`config.mk`:
```
export PLATFORM = sky130hd
export DESIGN_NAME = pbclk_div
export DESIGN_NICKNAME = d
export VERILOG_FILES = /design/src/rtl/pbdiv_pkg.sv /design/src/rtl/pbdiv_regs.sv /design/src/rtl/pbdiv_count.sv /design/src/rtl/pbdiv_gate.sv /design/src/rtl/pbclk_div.sv
export SDC_FILE = /design/constraint.sdc
export NUM_CORES = 1
export LEC_CHECK = 0
export CAP_MARGIN = 5
export CORE_UTILIZATION = 49
export CTS_BUF_LIST = sky130_fd_sc_hd__clkbuf_8 sky130_fd_sc_hd__clkbuf_16
export DETAILED_ROUTE_END_ITERATION = 10
export GPL_ROUTABILITY_DRIVEN = 0
export PLACE_DENSITY = 0.8
export SLEW_MARGIN = 0
export SYNTH_ARGS = -nofsm -noshare
export SYNTH_HDL_FRONTEND = slang
export SYNTH_SLANG_ARGS = --single-unit
export TNS_END_PERCENT = 30
```
`constraint.sdc`:
```
create_clock -name clk -period 2 [get_ports clk]
set_input_delay 0.2 -clock clk [delete_from_list [all_inputs] [get_ports clk]]
set_output_delay 0.2 -clock clk [all_outputs]
set_load 0.1 [all_outputs]
```
`src/rtl/pbdiv_pkg.sv`:
```
package pbdiv_pkg;
   localparam int unsigned DEF_DIV_W   = 7;
   localparam int unsigned DEF_DATA_W  = 16;
   localparam int unsigned DEF_EN_POS  = 15;
   localparam int unsigned DEF_RDY_POS = 11;
   localparam int unsigned MAX_DIV_W   = 16;
endpackage

```
`src/rtl/pbdiv_regs.sv`:
```
module pbdiv_regs #(
   parameter int unsigned DIV_W   = pbdiv_pkg::DEF_DIV_W,
   parameter int unsigned DATA_W  = pbdiv_pkg::DEF_DATA_W,
   parameter int unsigned EN_POS  = pbdiv_pkg::DEF_EN_POS,
   parameter int unsigned RDY_POS = pbdiv_pkg::DEF_RDY_POS
) (
   input  logic              clk,
   input  logic              rst_n,
   input  logic              wr_en,
   input  logic [DATA_W-1:0] wr_data,
   input  logic              applied,
   output logic              en_o,
   output logic [DIV_W-1:0]  pend_o,
   output logic              busy_o,
   output logic [DATA_W-1:0] rd_data
);
   logic             en_q;
   logic             busy_q;
   logic [DIV_W-1:0] pend_q;

   always_ff @(posedge clk or negedge rst_n) begin
      if (!rst_n) begin
         en_q   <= 1'b0;
         busy_q <= 1'b0;
         pend_q <= '0;
      end else begin
         if (wr_en) en_q <= wr_data[EN_POS];
         if (wr_en && !busy_q) begin
            pend_q <= wr_data[DIV_W-1:0];
            busy_q <= 1'b1;
         end else if (applied) begin
            busy_q <= 1'b0;
         end
      end
   end

   always_comb begin
      rd_data              = '0;
      rd_data[DIV_W-1:0]   = pend_q;
      rd_data[RDY_POS]     = !busy_q;
      rd_data[EN_POS]      = en_q;
   end

   assign en_o   = en_q;
   assign pend_o = pend_q;
   assign busy_o = busy_q;


   busy_write_drop_chk: assert property (@(posedge clk) disable iff (!rst_n)
      (busy_q && wr_en) |=> $stable(pend_q));


   enable_take_chk: assert property (@(posedge clk) disable iff (!rst_n)
      wr_en |=> (en_q == $past(wr_data[EN_POS])));
endmodule

```
`src/rtl/pbdiv_count.sv`:
```
module pbdiv_count #(
   parameter int unsigned DIV_W = pbdiv_pkg::DEF_DIV_W
) (
   input  logic             clk,
   input  logic             rst_n,
   input  logic             en,
   input  logic [DIV_W-1:0] pend,
   input  logic             busy,
   output logic             applied,
   output logic             div_q,
   output logic             running,
   output logic [DIV_W-1:0] act
);
   localparam int unsigned CW = DIV_W + 1;

   logic             run_q;
   logic [DIV_W-1:0] cnt_q;
   logic [DIV_W-1:0] act_q;
   logic             bound;
   logic [DIV_W-1:0] act_nxt;
   logic [CW-1:0]    hi_cur;
   logic [CW-1:0]    cnt_inc;

   assign bound   = !run_q || (cnt_q == act_q);
   assign applied = busy && bound;
   assign act_nxt = applied ? pend : act_q;
   assign hi_cur  = ({1'b0, act_q} + CW'(2)) >> 1;
   assign cnt_inc = {1'b0, cnt_q} + CW'(1);

   always_ff @(posedge clk or negedge rst_n) begin
      if (!rst_n) begin
         run_q <= 1'b0;
         cnt_q <= '0;
         act_q <= '0;
         div_q <= 1'b0;
      end else begin
         act_q <= act_nxt;
         if (bound) begin
            cnt_q <= '0;
            run_q <= en;
            div_q <= en;
         end else begin
            cnt_q <= cnt_q + 1'b1;
            div_q <= (cnt_inc < hi_cur);
         end
      end
   end

   assign running = run_q;
   assign act     = act_q;


   cnt_range_chk: assert property (@(posedge clk) disable iff (!rst_n)
      run_q |-> (cnt_q <= act_q));


   ratio_hold_chk: assert property (@(posedge clk) disable iff (!rst_n)
      (run_q && (cnt_q != act_q)) |=> $stable(act_q));


   stay_off_chk: assert property (@(posedge clk) disable iff (!rst_n)
      (!run_q && !en) |=> (!run_q && !div_q));


   apply_value_chk: assert property (@(posedge clk) disable iff (!rst_n)
      applied |=> (act_q == $past(pend)));
endmodule

```
`src/rtl/pbdiv_gate.sv`:
```
module pbdiv_gate #(
   parameter int unsigned DIV_W      = pbdiv_pkg::DEF_DIV_W,
   parameter bit          BYPASS_ONE = 1'b1
) (
   input  logic             clk,
   input  logic             rst_n,
   input  logic             run,
   input  logic [DIV_W-1:0] act,
   input  logic             div_q,
   output logic             clk_out
);
   generate
      if (BYPASS_ONE) begin : g_bypass
         logic gate_q;
         logic one_sel;
         assign one_sel = (act == '0);
         always_ff @(negedge clk or negedge rst_n) begin
            if (!rst_n) gate_q <= 1'b0;
            else        gate_q <= run && one_sel;
         end
         assign clk_out = one_sel ? (clk & gate_q) : div_q;
      end else begin : g_plain
         assign clk_out = div_q;
      end
   endgenerate
endmodule

```
`src/rtl/pbclk_div.sv`:
```
module pbclk_div #(
   parameter int unsigned DIV_W      = pbdiv_pkg::DEF_DIV_W,
   parameter int unsigned DATA_W     = pbdiv_pkg::DEF_DATA_W,
   parameter int unsigned EN_POS     = pbdiv_pkg::DEF_EN_POS,
   parameter int unsigned RDY_POS    = pbdiv_pkg::DEF_RDY_POS,
   parameter bit          BYPASS_ONE = 1'b1
) (
   input  logic              clk,
   input  logic              rst_n,
   input  logic              wr_en,
   input  logic [DATA_W-1:0] wr_data,
   output logic [DATA_W-1:0] rd_data,
   output logic              clk_out,
   output logic              ready
);
   generate
      if (DIV_W < 1 || DIV_W > pbdiv_pkg::MAX_DIV_W) begin : g_bad_w
         $error("pbclk_div: DIV_W out of range");
      end
      if (EN_POS >= DATA_W || RDY_POS >= DATA_W) begin : g_bad_pos
         $error("pbclk_div: flag position beyond data width");
      end
      if (RDY_POS < DIV_W || EN_POS < DIV_W || EN_POS == RDY_POS) begin : g_bad_ovl
         $error("pbclk_div: register fields overlap");
      end
   endgenerate

   logic             en;
   logic [DIV_W-1:0] pend;
   logic             busy;
   logic             applied;
   logic             div_q;
   logic             running;
   logic [DIV_W-1:0] act;

   pbdiv_regs #(
      .DIV_W(DIV_W), .DATA_W(DATA_W), .EN_POS(EN_POS), .RDY_POS(RDY_POS)
   ) u_regs (
      .clk(clk), .rst_n(rst_n), .wr_en(wr_en), .wr_data(wr_data),
      .applied(applied), .en_o(en), .pend_o(pend), .busy_o(busy),
      .rd_data(rd_data)
   );

   pbdiv_count #(.DIV_W(DIV_W)) u_count (
      .clk(clk), .rst_n(rst_n), .en(en), .pend(pend), .busy(busy),
      .applied(applied), .div_q(div_q), .running(running), .act(act)
   );

   pbdiv_gate #(.DIV_W(DIV_W), .BYPASS_ONE(BYPASS_ONE)) u_gate (
      .clk(clk), .rst_n(rst_n), .run(running), .act(act),
      .div_q(div_q), .clk_out(clk_out)
   );

   assign ready = !busy;


   ready_match_chk: assert property (@(posedge clk) disable iff (!rst_n)
      !busy |-> (pend == act));
endmodule

```
[Yosys cells after proc, flatten, opt, wreduce, memory -nomap -nowiden]
Index checks and enable logic that the tools add are counted.
Operators by class
  add/subtract/negate cells: 3
  order comparisons: 1
  equal/unequal tests: 1
  mux-type cells: 5
  bitwise operators: 1
  reduce and logical (&&, ||, !) cells: 8
Operator list (number)
  $add A7 B1 Y8 const B: 1
  $add A7 B2 Y8 const B: 1
  $lt A8 B7 Y1: 1
  $add A7 B1 Y7 const B: 1
  $eq A7 B7 Y1: 1
  $logic_not A7 Y1: 1
  $mux W7: 1
  $mux W1: 4
  $logic_and A1 B1 Y1: 3
  $logic_not A1 Y1: 2
  $reduce_bool A2 Y1: 1
  $and A1 B1 Y1: 1
  $logic_or A1 B1 Y1: 1
Storage, ports and cells
  register bits after elaboration: 26
  bits of input ports: 19
  output and inout bits: 18
  word-level logic and storage cells: 27

[Longest topological paths before layout]
Gate-level depths: netlist (run 1).
  depth after elaboration: 5
  depth in mapped cells: 9
  mapped depth without buffers: 8

[Cells and area by module]
A second synthesis (run 1) with hierarchy kept.
Unflattened totals
  cells, all modules: 131
  area total of the unflattened synthesis: 1498.9 sq um
By module, submodules not included
  pbdiv_count: times used 1, cells each 85, area each 929.6 sq um, seq. area each 400.4 sq um
  pbdiv_regs: times used 1, cells each 37, area each 494.2 sq um, seq. area each 225.2 sq um
  pbdiv_gate: times used 1, cells each 8, area each 71.3 sq um, seq. area each 25.0 sq um
  pbclk_div: times used 1, cells each 1, area each 3.8 sq um, seq. area each 0.0 sq um

==> metrics.txt, run 1 <==
Slew headroom 65.7%; DR WL/cell 14.1 um; multi-input combinational cell area about 820 um^2; gate count of the mapped netlist 144; DP Wirelength 2.40 mm; port bufs 21; Avg Inst Size Synth about 11 um^2; Initial DRC Count 30; Finished Layout Cells 219; Die Wd 58.5 um; IO Pins 37; final hold viol count 0; vias in the first global route between 1000 and 1500; FP Rows 20; Async S/R FF share, synth 100%; Starting Density between 50% and 60%; final worst slack -0.414 ns; first-pass GRT wire length 4.93 mm; DIE HEIGHT 58.5 um; placed cell count 212; Final Max Tran Viols 0; Bufs and invs on worst path 1; critical path's slowest cell dfrtn_1; proportion of layout cells with a drive suffix above 1 28.6%; post-synthesis sequential area ratio about two fifths; gr usage total 20.9%; cell chain of the critical path nand2_2 > o21ai_2 > buf_12; critical path launch point type flip-flop; crit path max fanout 1; DRT antenna net count 0; Nets 203; most common cell after layout, fill and taps aside dfrtp_1; initial antenna violation count 0; postcts setup bufs 0; violated checks setup timing; Core Footprint 3050 um^2; Syn. warnings 0; ys flop type dfrtp_1; Total Routed Length 3.10 mm; Vias 1132; DRC 0; max capacitance violation total 0; die area 3430 um^2; Initial DRT Pass Iterations 4; worst-margin pin slew 0.512 ns; register area 651 um^2; most frequent cells in the layout dfrtp_1, nand2_1, buf_4, clkdlybuf4s50_1, ha_1; CTS clk-pin slew, worst paths 0.09 ns; worst skew pair latency approximately 0.40 ns; post-synthesis cell area 1570 um^2; largest net degree at the start of global routing 26; final setup fails 3; Antenna Cells 0; critical setup path kind reg -> out; worst min path class in -> async; synth-to-layout area growth 24.8%; Layout fillers 262; GR Overflow Total 0; Setup crit end kind output pin; Clock Skew 0.0228 ns; status finished, violations left; EDFF count, synth 0; CP arrival 2.21 ns; WP data required 1.80 ns; Vias per Instance 5.17; Cell variety after synth 39; synthesized flop and latch total 26; delay-heaviest family, CP flip-flops; crit-path max cell delay approximately 0.42 ns; CTS tree yes; unrepaired setup endpoints after global routing yes
## sequential cells by signal, summed over array words and instances (netlist names)
register,cells
u_gate.g_bypass.gate_q,1
u_count.running,1
u_count.act,7
u_regs.en_o,1
u_count.cnt_q,7
u_regs.pend_o,7
u_count.div_q,1
u_regs.busy_o,1
## routing by layer
| metal | wire length, um | vias to the layer above | global-route usage, % |
|---|---|---|---|
| li1 | - | 540 | - |
| met1 | 1220 | 540 | 20.4 |
| met2 | 1630 | 42 | 36.3 |
| met3 | 164 | 10 | 9.45 |
| met4 | 83 | 0 | 12.2 |
| met5 | 0 | - | 0 |
## cells in the mapped netlist, types with 2 or more instances
cell type	number	share of area (%)
dfrtp_1	25	40
nand2_1	24	5.8
buf_4	9	4.3
ha_1	8	6.4
and2_1	7	2.8
mux2_2	7	5.0
o22ai_1	7	2.8
xor2_1	6	3.4
xnor2_1	5	2.8
inv_1	4	0.96
nand3_1	4	1.3
nor2_1	4	0.96
buf_6	3	2.2
o21ai_0	3	0.96
xnor2_2	3	3.1
xnor2_4	2	3.5
## kinds of logic (layout without fill, tap and decap cells)
logic type | count (synthesis) | count (layout) | share of synthesized area [%]
compound gates | 20 | 20 | 9.67
other cells | 1 | 7 | 0.239
mux | 7 | 7 | 5.03
flops | 26 | 26 | 41.5
buf+inv | 18 | 43 | 7.99
fa+ha+maj | 8 | 8 | 6.39
simple gates | 48 | 48 | 16.4
xor+xnor | 16 | 16 | 12.8
## final cells by class
cell class / instances / share of cell area, %
well taps: 44 / 2.82
clock inverters: 1 / 1.54
flip-flops and latches: 26 / 33.3
multi-input cells: 106 / 41.9
repair buffers: 31 / 14.5
clock buffers: 7 / 5.25
inverters: 4 / 0.768
## path summary, 6_finish.rpt
kind | start | to | slack (ns) | cells after the start
setup / recovery | u_gate.g_bypass.gate_q | clk_out | -0.41 | 3
hold / removal | rst_n | u_count.cnt_q[3] | 0.27 | 2
setup reg to reg | u_count.act[1] | u_count.div_q | -0.01 | 9
hold reg to reg | u_regs.en_o | u_count.running | 0.54 | 2
max in group asynchronous | rst_n | u_gate.g_bypass.gate_q | 0.98 | 1
min in group clk | wr_data[15] | u_regs.en_o | 0.40 | 3
## repair_timing
item,CTS,global route
hold buffers,0,0
pin swaps,1,1
setup endpoints to repair,3,4
resized for setup,12,1
gates cloned,0,0
## through the flow
step | setup TNS (ns) | util, % | hold slack, ns | cell area (um^2) | worst slack, ns
2_1_floorplan | -1.71 | - | -0.0956 | 1590 | -1.71
3_3_place_gp | -0.863 | 59.8 | 0.499 | 1830 | -0.863
3_5_place_dp | -0.878 | 59.8 | 0.509 | 1830 | -0.878
4_1_cts | -0.415 | 64.0 | 0.278 | 1950 | -0.411
5_1_grt | -0.576 | 64.1 | 0.283 | 1960 | -0.476
6_report | -0.426 | 64.1 | 0.271 | 1960 | -0.414
Power of run 1 is left out: the tool's default activity adds up to more than one toggle a clock period on the data nets, which glitch-free logic cannot reach.
==> inputs of run 2 (changes only) <==
CAP_MARGIN = 20   (was 5)
==> results of run 2 <==
Final layout, timing and power as in run 1 (identical DEF).
Power of run 2 is left out for the same reason.
